[src/rtl/rnm_pkg.sv]
package rnm_pkg;
  typedef enum logic [1:0] {
    WB_IDLE   = 2'd0,
    WB_GRANT  = 2'd1,
    WB_REEXEC = 2'd2
  } wb_result_e;
endpackage

[src/rtl/rnm_free_fifo.sv]
module rnm_free_fifo #(
  parameter int DEPTH      = 64,
  parameter int W          = 6,
  parameter int INIT_BASE  = 32,
  parameter int INIT_COUNT = 32,
  localparam int PTRW = $clog2(DEPTH),
  localparam int CW   = $clog2(DEPTH + 1)
) (
  input  logic          clk,
  input  logic          rst,
  input  logic          push_i,
  input  logic [W-1:0]  push_data_i,
  input  logic          pop_i,
  output logic [W-1:0]  head_o,
  output logic [CW-1:0] count_o
);
  logic [W-1:0]    mem [DEPTH];
  logic [PTRW-1:0] rd_ptr, wr_ptr;

  function automatic logic [PTRW-1:0] bump(input logic [PTRW-1:0] p);
    return (p == PTRW'(DEPTH - 1)) ? '0 : p + 1'b1;
  endfunction

  assign head_o = mem[rd_ptr];

  always_ff @(posedge clk) begin
    if (rst) begin
      for (int i = 0; i < DEPTH; i++)
        mem[i] <= (i < INIT_COUNT) ? W'(INIT_BASE + i) : '0;
      rd_ptr  <= '0;
      wr_ptr  <= PTRW'(INIT_COUNT % DEPTH);
      count_o <= CW'(INIT_COUNT);
    end else begin
      if (push_i) begin
        mem[wr_ptr] <= push_data_i;
        wr_ptr      <= bump(wr_ptr);
      end
      if (pop_i) rd_ptr <= bump(rd_ptr);
      count_o <= count_o + CW'(push_i) - CW'(pop_i);
    end
  end

  AST_FIFO_NO_OVERFLOW: assert property (@(posedge clk) disable iff (rst)
    (push_i && !pop_i) |-> (count_o < CW'(DEPTH)));
  AST_FIFO_NO_UNDERFLOW: assert property (@(posedge clk) disable iff (rst)
    pop_i |-> (count_o != '0));
endmodule

[src/rtl/rnm_wb_alloc.sv]
module rnm_wb_alloc
  import rnm_pkg::*;
#(
  parameter int NRR = 4,
  parameter int CW  = 6,
  parameter int AW  = 6
) (
  input  logic          req_i,
  input  logic [CW-1:0] free_cnt_i,
  input  logic [AW-1:0] age_i,
  output wb_result_e    res_o
);
  localparam logic [CW-1:0] RES_C = CW'(NRR);
  localparam logic [AW-1:0] OLD_C = AW'(NRR);

  logic open_pool, reserved_ok;
  assign open_pool   = free_cnt_i > RES_C;
  assign reserved_ok = (free_cnt_i != '0) && (age_i < OLD_C);

  always_comb begin
    if (!req_i)                      res_o = WB_IDLE;
    else if (open_pool || reserved_ok) res_o = WB_GRANT;
    else                             res_o = WB_REEXEC;
  end
endmodule

[src/rtl/vp_renamer.sv]
module vp_renamer
  import rnm_pkg::*;
#(
  parameter int NLOG  = 32,
  parameter int NVP   = 64,
  parameter int NPHYS = 48,
  parameter int NRR   = 4,
  parameter int AW    = 6,
  localparam int LW  = $clog2(NLOG),
  localparam int VW  = $clog2(NVP),
  localparam int PW  = $clog2(NPHYS),
  localparam int VCW = $clog2(NVP + 1),
  localparam int PCW = $clog2(NPHYS + 1)
) (
  input  logic          clk,
  input  logic          rst,
  input  logic          ren_valid_i,
  input  logic [LW-1:0] ren_dst_i,
  input  logic [LW-1:0] ren_src1_i,
  input  logic [LW-1:0] ren_src2_i,
  output logic          rn_valid_o,
  output logic          rn_stall_o,
  output logic [VW-1:0] rn_src1_vp_o,
  output logic          rn_src1_bound_o,
  output logic [VW-1:0] rn_src2_vp_o,
  output logic          rn_src2_bound_o,
  output logic [VW-1:0] rn_dst_vp_o,
  output logic [VW-1:0] rn_prev_vp_o,
  input  logic          wb_valid_i,
  input  logic [VW-1:0] wb_vp_i,
  input  logic [AW-1:0] wb_age_i,
  output logic          wb_done_o,
  output logic          wb_reexec_o,
  output logic [PW-1:0] wb_preg_o,
  input  logic          cm_valid_i,
  input  logic [VW-1:0] cm_prev_vp_i
);
  logic [VW-1:0] gmt   [NLOG];
  logic          pmt_v [NVP];
  logic [PW-1:0] pmt_p [NVP];

  logic [VW-1:0]  vp_head;
  logic [VCW-1:0] vp_cnt;
  logic [PW-1:0]  ph_head;
  logic [PCW-1:0] ph_cnt;
  logic           ren_go, wb_go, ph_push;
  wb_result_e     wb_res;

  assign ren_go  = ren_valid_i && (vp_cnt != '0);
  assign wb_go   = (wb_res == WB_GRANT);
  assign ph_push = cm_valid_i && pmt_v[cm_prev_vp_i];

  rnm_free_fifo #(.DEPTH(NVP), .W(VW), .INIT_BASE(NLOG), .INIT_COUNT(NVP - NLOG))
    vp_pool_i (.clk(clk), .rst(rst), .push_i(cm_valid_i), .push_data_i(cm_prev_vp_i),
               .pop_i(ren_go), .head_o(vp_head), .count_o(vp_cnt));

  rnm_free_fifo #(.DEPTH(NPHYS), .W(PW), .INIT_BASE(NLOG), .INIT_COUNT(NPHYS - NLOG))
    ph_pool_i (.clk(clk), .rst(rst), .push_i(ph_push), .push_data_i(pmt_p[cm_prev_vp_i]),
               .pop_i(wb_go), .head_o(ph_head), .count_o(ph_cnt));

  rnm_wb_alloc #(.NRR(NRR), .CW(PCW), .AW(AW))
    alloc_i (.req_i(wb_valid_i), .free_cnt_i(ph_cnt), .age_i(wb_age_i), .res_o(wb_res));

  always_ff @(posedge clk) begin
    if (rst) begin
      for (int i = 0; i < NLOG; i++) gmt[i] <= VW'(i);
      for (int i = 0; i < NVP; i++) begin
        pmt_v[i] <= (i < NLOG);
        pmt_p[i] <= (i < NLOG) ? PW'(i) : '0;
      end
      rn_valid_o <= 1'b0; rn_stall_o <= 1'b0;
      rn_src1_vp_o <= '0; rn_src1_bound_o <= 1'b0;
      rn_src2_vp_o <= '0; rn_src2_bound_o <= 1'b0;
      rn_dst_vp_o <= '0;  rn_prev_vp_o <= '0;
      wb_done_o <= 1'b0;  wb_reexec_o <= 1'b0; wb_preg_o <= '0;
    end else begin
      rn_valid_o      <= ren_go;
      rn_stall_o      <= ren_valid_i && !ren_go;
      rn_src1_vp_o    <= gmt[ren_src1_i];
      rn_src1_bound_o <= pmt_v[gmt[ren_src1_i]];
      rn_src2_vp_o    <= gmt[ren_src2_i];
      rn_src2_bound_o <= pmt_v[gmt[ren_src2_i]];
      rn_dst_vp_o     <= ren_go ? vp_head : '0;
      rn_prev_vp_o    <= gmt[ren_dst_i];
      wb_done_o       <= wb_go;
      wb_reexec_o     <= (wb_res == WB_REEXEC);
      wb_preg_o       <= wb_go ? ph_head : '0;
      if (cm_valid_i) pmt_v[cm_prev_vp_i] <= 1'b0;
      if (ren_go) begin
        gmt[ren_dst_i] <= vp_head;
        pmt_v[vp_head] <= 1'b0;
      end
      if (wb_go) begin
        pmt_v[wb_vp_i] <= 1'b1;
        pmt_p[wb_vp_i] <= ph_head;
      end
    end
  end

  AST_WB_EXCLUSIVE: assert property (@(posedge clk) disable iff (rst)
    !(wb_done_o && wb_reexec_o));
  AST_REN_EXCLUSIVE: assert property (@(posedge clk) disable iff (rst)
    !(rn_valid_o && rn_stall_o));
  AST_RESERVE_GUARD: assert property (@(posedge clk) disable iff (rst)
    wb_done_o |-> ($past(ph_cnt) > PCW'(NRR) || $past(wb_age_i) < AW'(NRR)));
  AST_REEXEC_CAUSE: assert property (@(posedge clk) disable iff (rst)
    wb_reexec_o |-> ($past(ph_cnt) <= PCW'(NRR)));
  AST_STALL_CAUSE: assert property (@(posedge clk) disable iff (rst)
    rn_stall_o |-> ($past(vp_cnt) == '0));
endmodule

[config.mk]
export PLATFORM = sky130hd
export DESIGN_NAME = vp_renamer
export DESIGN_NICKNAME = d
export VERILOG_FILES = /design/src/rtl/rnm_pkg.sv /design/src/rtl/rnm_free_fifo.sv /design/src/rtl/rnm_wb_alloc.sv /design/src/rtl/vp_renamer.sv
export SDC_FILE = /design/constraint.sdc
export NUM_CORES = 2
export LEC_CHECK = 0
export BUFFER_PORTS_ARGS = -buffer_cell sky130_fd_sc_hd__buf_2
export CAP_MARGIN = 30
export CORE_MARGIN = 3
export CORE_UTILIZATION = 45
export DETAILED_ROUTE_END_ITERATION = 7
export PLACE_DENSITY = 0.65
export SETUP_SLACK_MARGIN = 0.3
export SYNTH_ARGS = -nofsm -noshare
export SYNTH_HDL_FRONTEND = slang
export SYNTH_HIERARCHICAL = 1
export SYNTH_SLANG_ARGS = --single-unit
[constraint.sdc]
create_clock -name clk -period 9.57 [get_ports clk]
set_input_delay 1.914 -clock clk [delete_from_list [all_inputs] [get_ports clk]]
set_output_delay 1.914 -clock clk [all_outputs]
set_load 0.01 [all_outputs]
* Word level (Yosys, flattened, before mapping) *
Memory sizes are Yosys's and may differ from the RTL's. A register that Yosys moved wholly into a read port is not among the register bits.
Index checks and enable logic that the tools add are counted.

storage, ports and cells
  register bits = 65
  bits in writable memories = 1,312
  logic and storage cells = 99
  memories kept = 5

cells by class
  $add $sub $neg = 8
  magnitude comparators = 2
  eq/ne operators = 6
  multiplexer cells = 45
  bitwise logic cells = 2
  reductions and logical operators = 17

memory list
  memory         words  bits a word  rd ports  clocked after memory_dff  write ports  RTL line             text
  pmt_p          64     6            1         0                         64           vp_renamer.sv:40     logic [PW-1:0] pmt_p [NVP];
  vp_pool_i.mem  64     6            1         1                         64           rnm_free_fifo.sv:17  logic [W-1:0] mem [DEPTH];
  ph_pool_i.mem  48     6            1         1                         48           rnm_free_fifo.sv:17
  gmt            32     6            3         1                         32           vp_renamer.sv:38     logic [VW-1:0] gmt [NLOG];
  pmt_v          64     1            3         2                         64           vp_renamer.sv:39     logic pmt_v [NVP];

operators with widths
  kind                   count
  $mux W6                18
  $add A6 B1 Y6 const B  4
  $eq A6 B6 Y1 const B   4
  $mux W1                24
  $reduce_or A6 Y1       4
  $add A7 B1 Y7          1
  $reduce_bool A7 Y1     1
  $sub A7 B1 Y7          1
  $add A6 B1 Y6          1
  $gt A6 B3 Y1 const B   1
  $lt A6 B3 Y1 const B   1
  $reduce_bool A6 Y1     1
  $sub A6 B1 Y6          1
  $mux W5                1
  $logic_and A1 B1 Y1    4
  $mux W2                2
  $reduce_or A2 Y1       2
  $reduce_or A1 Y1       3
  $eq A2 B1 Y1 const B   1
  $eq A2 B2 Y1 const B   1
  $not A1 Y1             2
  $logic_not A1 Y1       1
  $logic_or A1 B1 Y1     1

* Longest topological paths before layout *
  depth after elaboration = 11
  mapped depth = 18

* Hierarchy *
The synthesis kept the hierarchy.

modules (own cells, without submodules)
  module                     times used  cells an instance  area each (um^2)  sequential area each (um^2)
  vp_renamer                 1           2,844              35,191.3          19,298.5
  rnm_free_fifo (vp_pool_i)  1           1,371              19,218.4          12,031.5
  rnm_free_fifo (ph_pool_i)  1           1,220              18,292.5          12,011.5
  rnm_wb_alloc               1           7                  48.8              0.0

* Least setup slack after synthesis *
Ideal clock, no wire load.

  path kind = input port to flip-flop
  from = in cm_prev_vp_i[2]
  to = mem ph_pool_i.mem[20][0] (enable)
  library setup time = 303 ps
  arrival time = 5,197 ps
  data required time = 9,267 ps
  path slack = 4,069 ps
  stages on the path = 15
  cells stage by stage = clkbuf_1 nor3b_1 clkbuf_1 buf_1 a22oi_1 a31oi_1 a21oi_1 o21ai_0 o21a_1 clkbuf_1 nor2b_1 nand3_1 clkbuf_1 nor2_1 or2_2

RTL lines
  what             RTL line             text
  start, declared  vp_renamer.sv:36     input logic [VW-1:0] cm_prev_vp_i
  end, declared    rnm_free_fifo.sv:17

==> results.md <==
* Status: finished clean
* First-pass GRT wire length at 296 mm
* Final setup viols at 0
* Skew final at 33.1 ps
* Remaining global-route overflow at 0
* Area grow syn2layout at 9.63%
* Slowest CP cell: nor2_4
* Crit share post-route at 0.682
* Crit. End Element: flip-flop
* Number of remaining DRC errors at 0
* Worst Setup SP: cm_prev_vp_i[0]
* Pre-Repair DR Iteration Count at 6
* Worst hold path type: reg -> reg
* DR iter-0 viols at 5740
* Pre-CTS setup slack at 2330 ps
* Slew margin rel. at 0.274
* Routed vias/inst at 6.10
* Setup TNS at 0 ps
* Synthesis warning total at 6
* Multi-input logic area at 27300 um2
* Worst VDD drop at 0.188 mV
* Hold Buf Count CTS at 0
* Post-synthesis register bit count at 1493
* Max-slew violation count at 0
* CTS Root Cell: clkbuf_16
* Post-Synthesis Cells at 5442
* Dpl cells at 7260
* Die Width at 408 um
* CTS Buf Count at 161
* Post-cts resize count at 0
* Worst-Skew Late Latency at 790 ps
* Tmin final at 6530 ps
* Die footprint at 167000 um2
* CTS tree: yes
* GPL Wtd Cong at 0.920
* Worst path depth at 12
* Fin cells at 7557
* Final Power at 0.0153 W
* Synth async-reset ratio at 0
* Worst path arrival time at 6980 ps
* Syn_area_per_cell at 13.4 um2
* EDFF count, synth at 1344
* Yosys top cell area share at 0.555
* Synth cell count leaders: edfxtp_1 (1344), and2_1 (801), clkbuf_1 (386)
* Cell Pwr Density at 192 nW/um2
* Max stage delay on crit path at 750 ps
* Hold Path Depth at 2
* WP data required at 10020 ps
* Worst slew pin tran at 1090 ps
* Hold slack at 540 ps
* Mapped Area at 72800 um2
* Critical path type: in -> reg
* Leakage power at 26.0 nW
* Vias at 46.1k
* WL final at 196 mm
* H-tree depth at 4
* IO buf count at 71
* CP top delay family: simple AND/OR/NAND/NOR gates
* Nets at 5337
* Setup crit start kind: input pin
* Setup bufs post-CTS at 0
* Fillcell total at 13.5k
* Dominant cell by count in the synthesized netlist: edfxtp_1
* Clk pin slew, worst setup/hold paths at 60 ps
* Yosys cell types at 76
* Ys flop type: edfxtp_1
* Hpwl dp at 124 mm
* Number of global-route vias before repair at 45.9k
* Final Hold Fails at 0
* Area leader, netlist: edfxtp_1
* DR WL/cell at 26.0 um
* Tot GR Track Use at 0.232
* DIE HEIGHT at 408 um
* Register area share after synthesis at 0.596
* Share of cells above drive strength 1 at 0.181
* Max_cap viols at 0
* Synth top area cells: edfxtp_1 (55%), mux4_2 (9.3%), and2_1 (6.9%)
* Worst hold start: vp_pool_i/rd_ptr[1]
* Reg2Reg Depth at 11
* Fmax at 153 MHz
* Crit path buffers/inverters at 1
* Core area at 159000 um2
* Initial antenna violation count at 15
* Synthesized net count at 5499
* Boundary Pins at 74
* Rows at 146
* RSZ-0062 raised after global routing: no
* Final Worst Setup Slack at 3040 ps
* Antenna viol nets, final at 0
* Largest net degree at the start of global routing at 86
* Worst-path cell chain: buf_2 > nand2_1 > nor2_4 > a221oi_1 > a311oi_1 > nor2_1 > o21ai_0 > o21a_1 > nor2b_1 > nand2_1 > nor2_1 > or2_2
* Num Clock Sinks at 1493
* FF/Latch Area at 43400 um2
* Crit path max fanout at 44
* Clock buffer depth at 3
* Starting Density at 0.456
==> report_power, final <==
part | total [W] | internal [W] | switching (W)
clock network | 0.00588 | 0.00336 | 0.00253
logic | 0.00195 | 0.000720 | 0.00124
registers | 0.00745 | 0.00730 | 0.000155
==> cells in the final DEF, fill, tap and decap left out, drive strengths merged, types with 12 or more instances in the layout <==
cell / netlist / layout
buf: 116 / 178
or3: 308 / 308
a22oi: 172 / 172
o221ai: 44 / 44
mux4: 327 / 327
nor2b: 71 / 71
ha: 17 / 17
inv: 36 / 41
nor3b: 12 / 12
nand2: 143 / 143
a31oi: 25 / 25
and2: 802 / 802
o22ai: 60 / 60
clkinv: 0 / 57
o21ai: 87 / 87
nand3: 48 / 48
nor2: 330 / 330
edfxtp: 1344 / 1344
mux2: 30 / 30
a221oi: 58 / 58
a21oi: 49 / 49
dfxtp: 149 / 149
nand3b: 24 / 24
nand4: 45 / 45
and3: 83 / 83
nand2b: 46 / 46
or2: 206 / 206
mux2i: 151 / 151
nor3: 86 / 86
clkbuf: 387 / 224
a22o: 50 / 50
a211oi: 19 / 19
==> through the flow <==
step,util,cell area (um2)
after floorplan,-,72800
after global placement,0.468,74600
after detailed placement,0.469,74800
after CTS,0.500,79700
after global routing,0.500,79700
final,0.500,79800
==> worst paths after layout <==
kind / endpoint / slack [ps]
worst min-delay path: flip-flop / 540
worst min register to register: flip-flop / 540
worst max-delay path: ph_pool_i/mem[3][3] / 3040
worst max register to register: pmt_v[44] / 5170
==> metal layers <==
metal / routed length (um) / global-route usage / share of wire / up-vias
met5: 0 / 0 / 0 / -
met4: 5840 / 0.0720 / 0.030 / 0
met3: 17300 / 0.0405 / 0.088 / 365
met2: 92900 / 0.374 / 0.47 / 2212
met1: 80100 / 0.323 / 0.41 / 23185
li1: - / - / - / 20299
==> cell type report <==
| type | instances | share of cell area |
|---|---|---|
| Sequential cell | 1493 | 0.544 |
| Multi-Input combinational cell | 3410 | 0.343 |
| Clock buffer | 224 | 0.0570 |
| Tap cell | 2146 | 0.0337 |
| Timing Repair Buffer | 178 | 0.0163 |
| Clock inverter | 66 | 0.00475 |
| Inverter | 36 | 0.00169 |
| Antenna cell | 4 | 0.000126 |
==> cell families after synthesis <==
kind of cell	Yosys count	share of synthesized area
AOI/OAI and AO/OA	636	0.0634
and+or+nand+nor	2231	0.175
buffers and inverters	539	0.0320
DFF	1493	0.596
xor gates and xnor gates	16	0.00193
muxes	508	0.129
adders and majority gates	19	0.00347
==> state kept, by name (all words and copies together), names as in the netlist, 7 cells and up, named ones only <==
| signal | cells |
|---|---|
| pmt_v | 64 |
| vp_pool_i/count_o | 7 |
| gmt | 192 |
| vp_pool_i/mem | 384 |
| ph_pool_i/mem | 384 |
| pmt_p | 384 |
==> worst register-to-register path, cell delays in order, from the launching register on <==
cell and delay [ps]:
dfxtp_4 690, buf_4 760, mux4_2 420, o32ai_1 110, a2111oi_0 410, o21ai_1 270, o311ai_4 110, buf_4 500
nor2b_1 310, nand2b_1 290, o221ai_1 270, o21ai_0 120
Note: power is estimated with default switching activity, not from simulation.
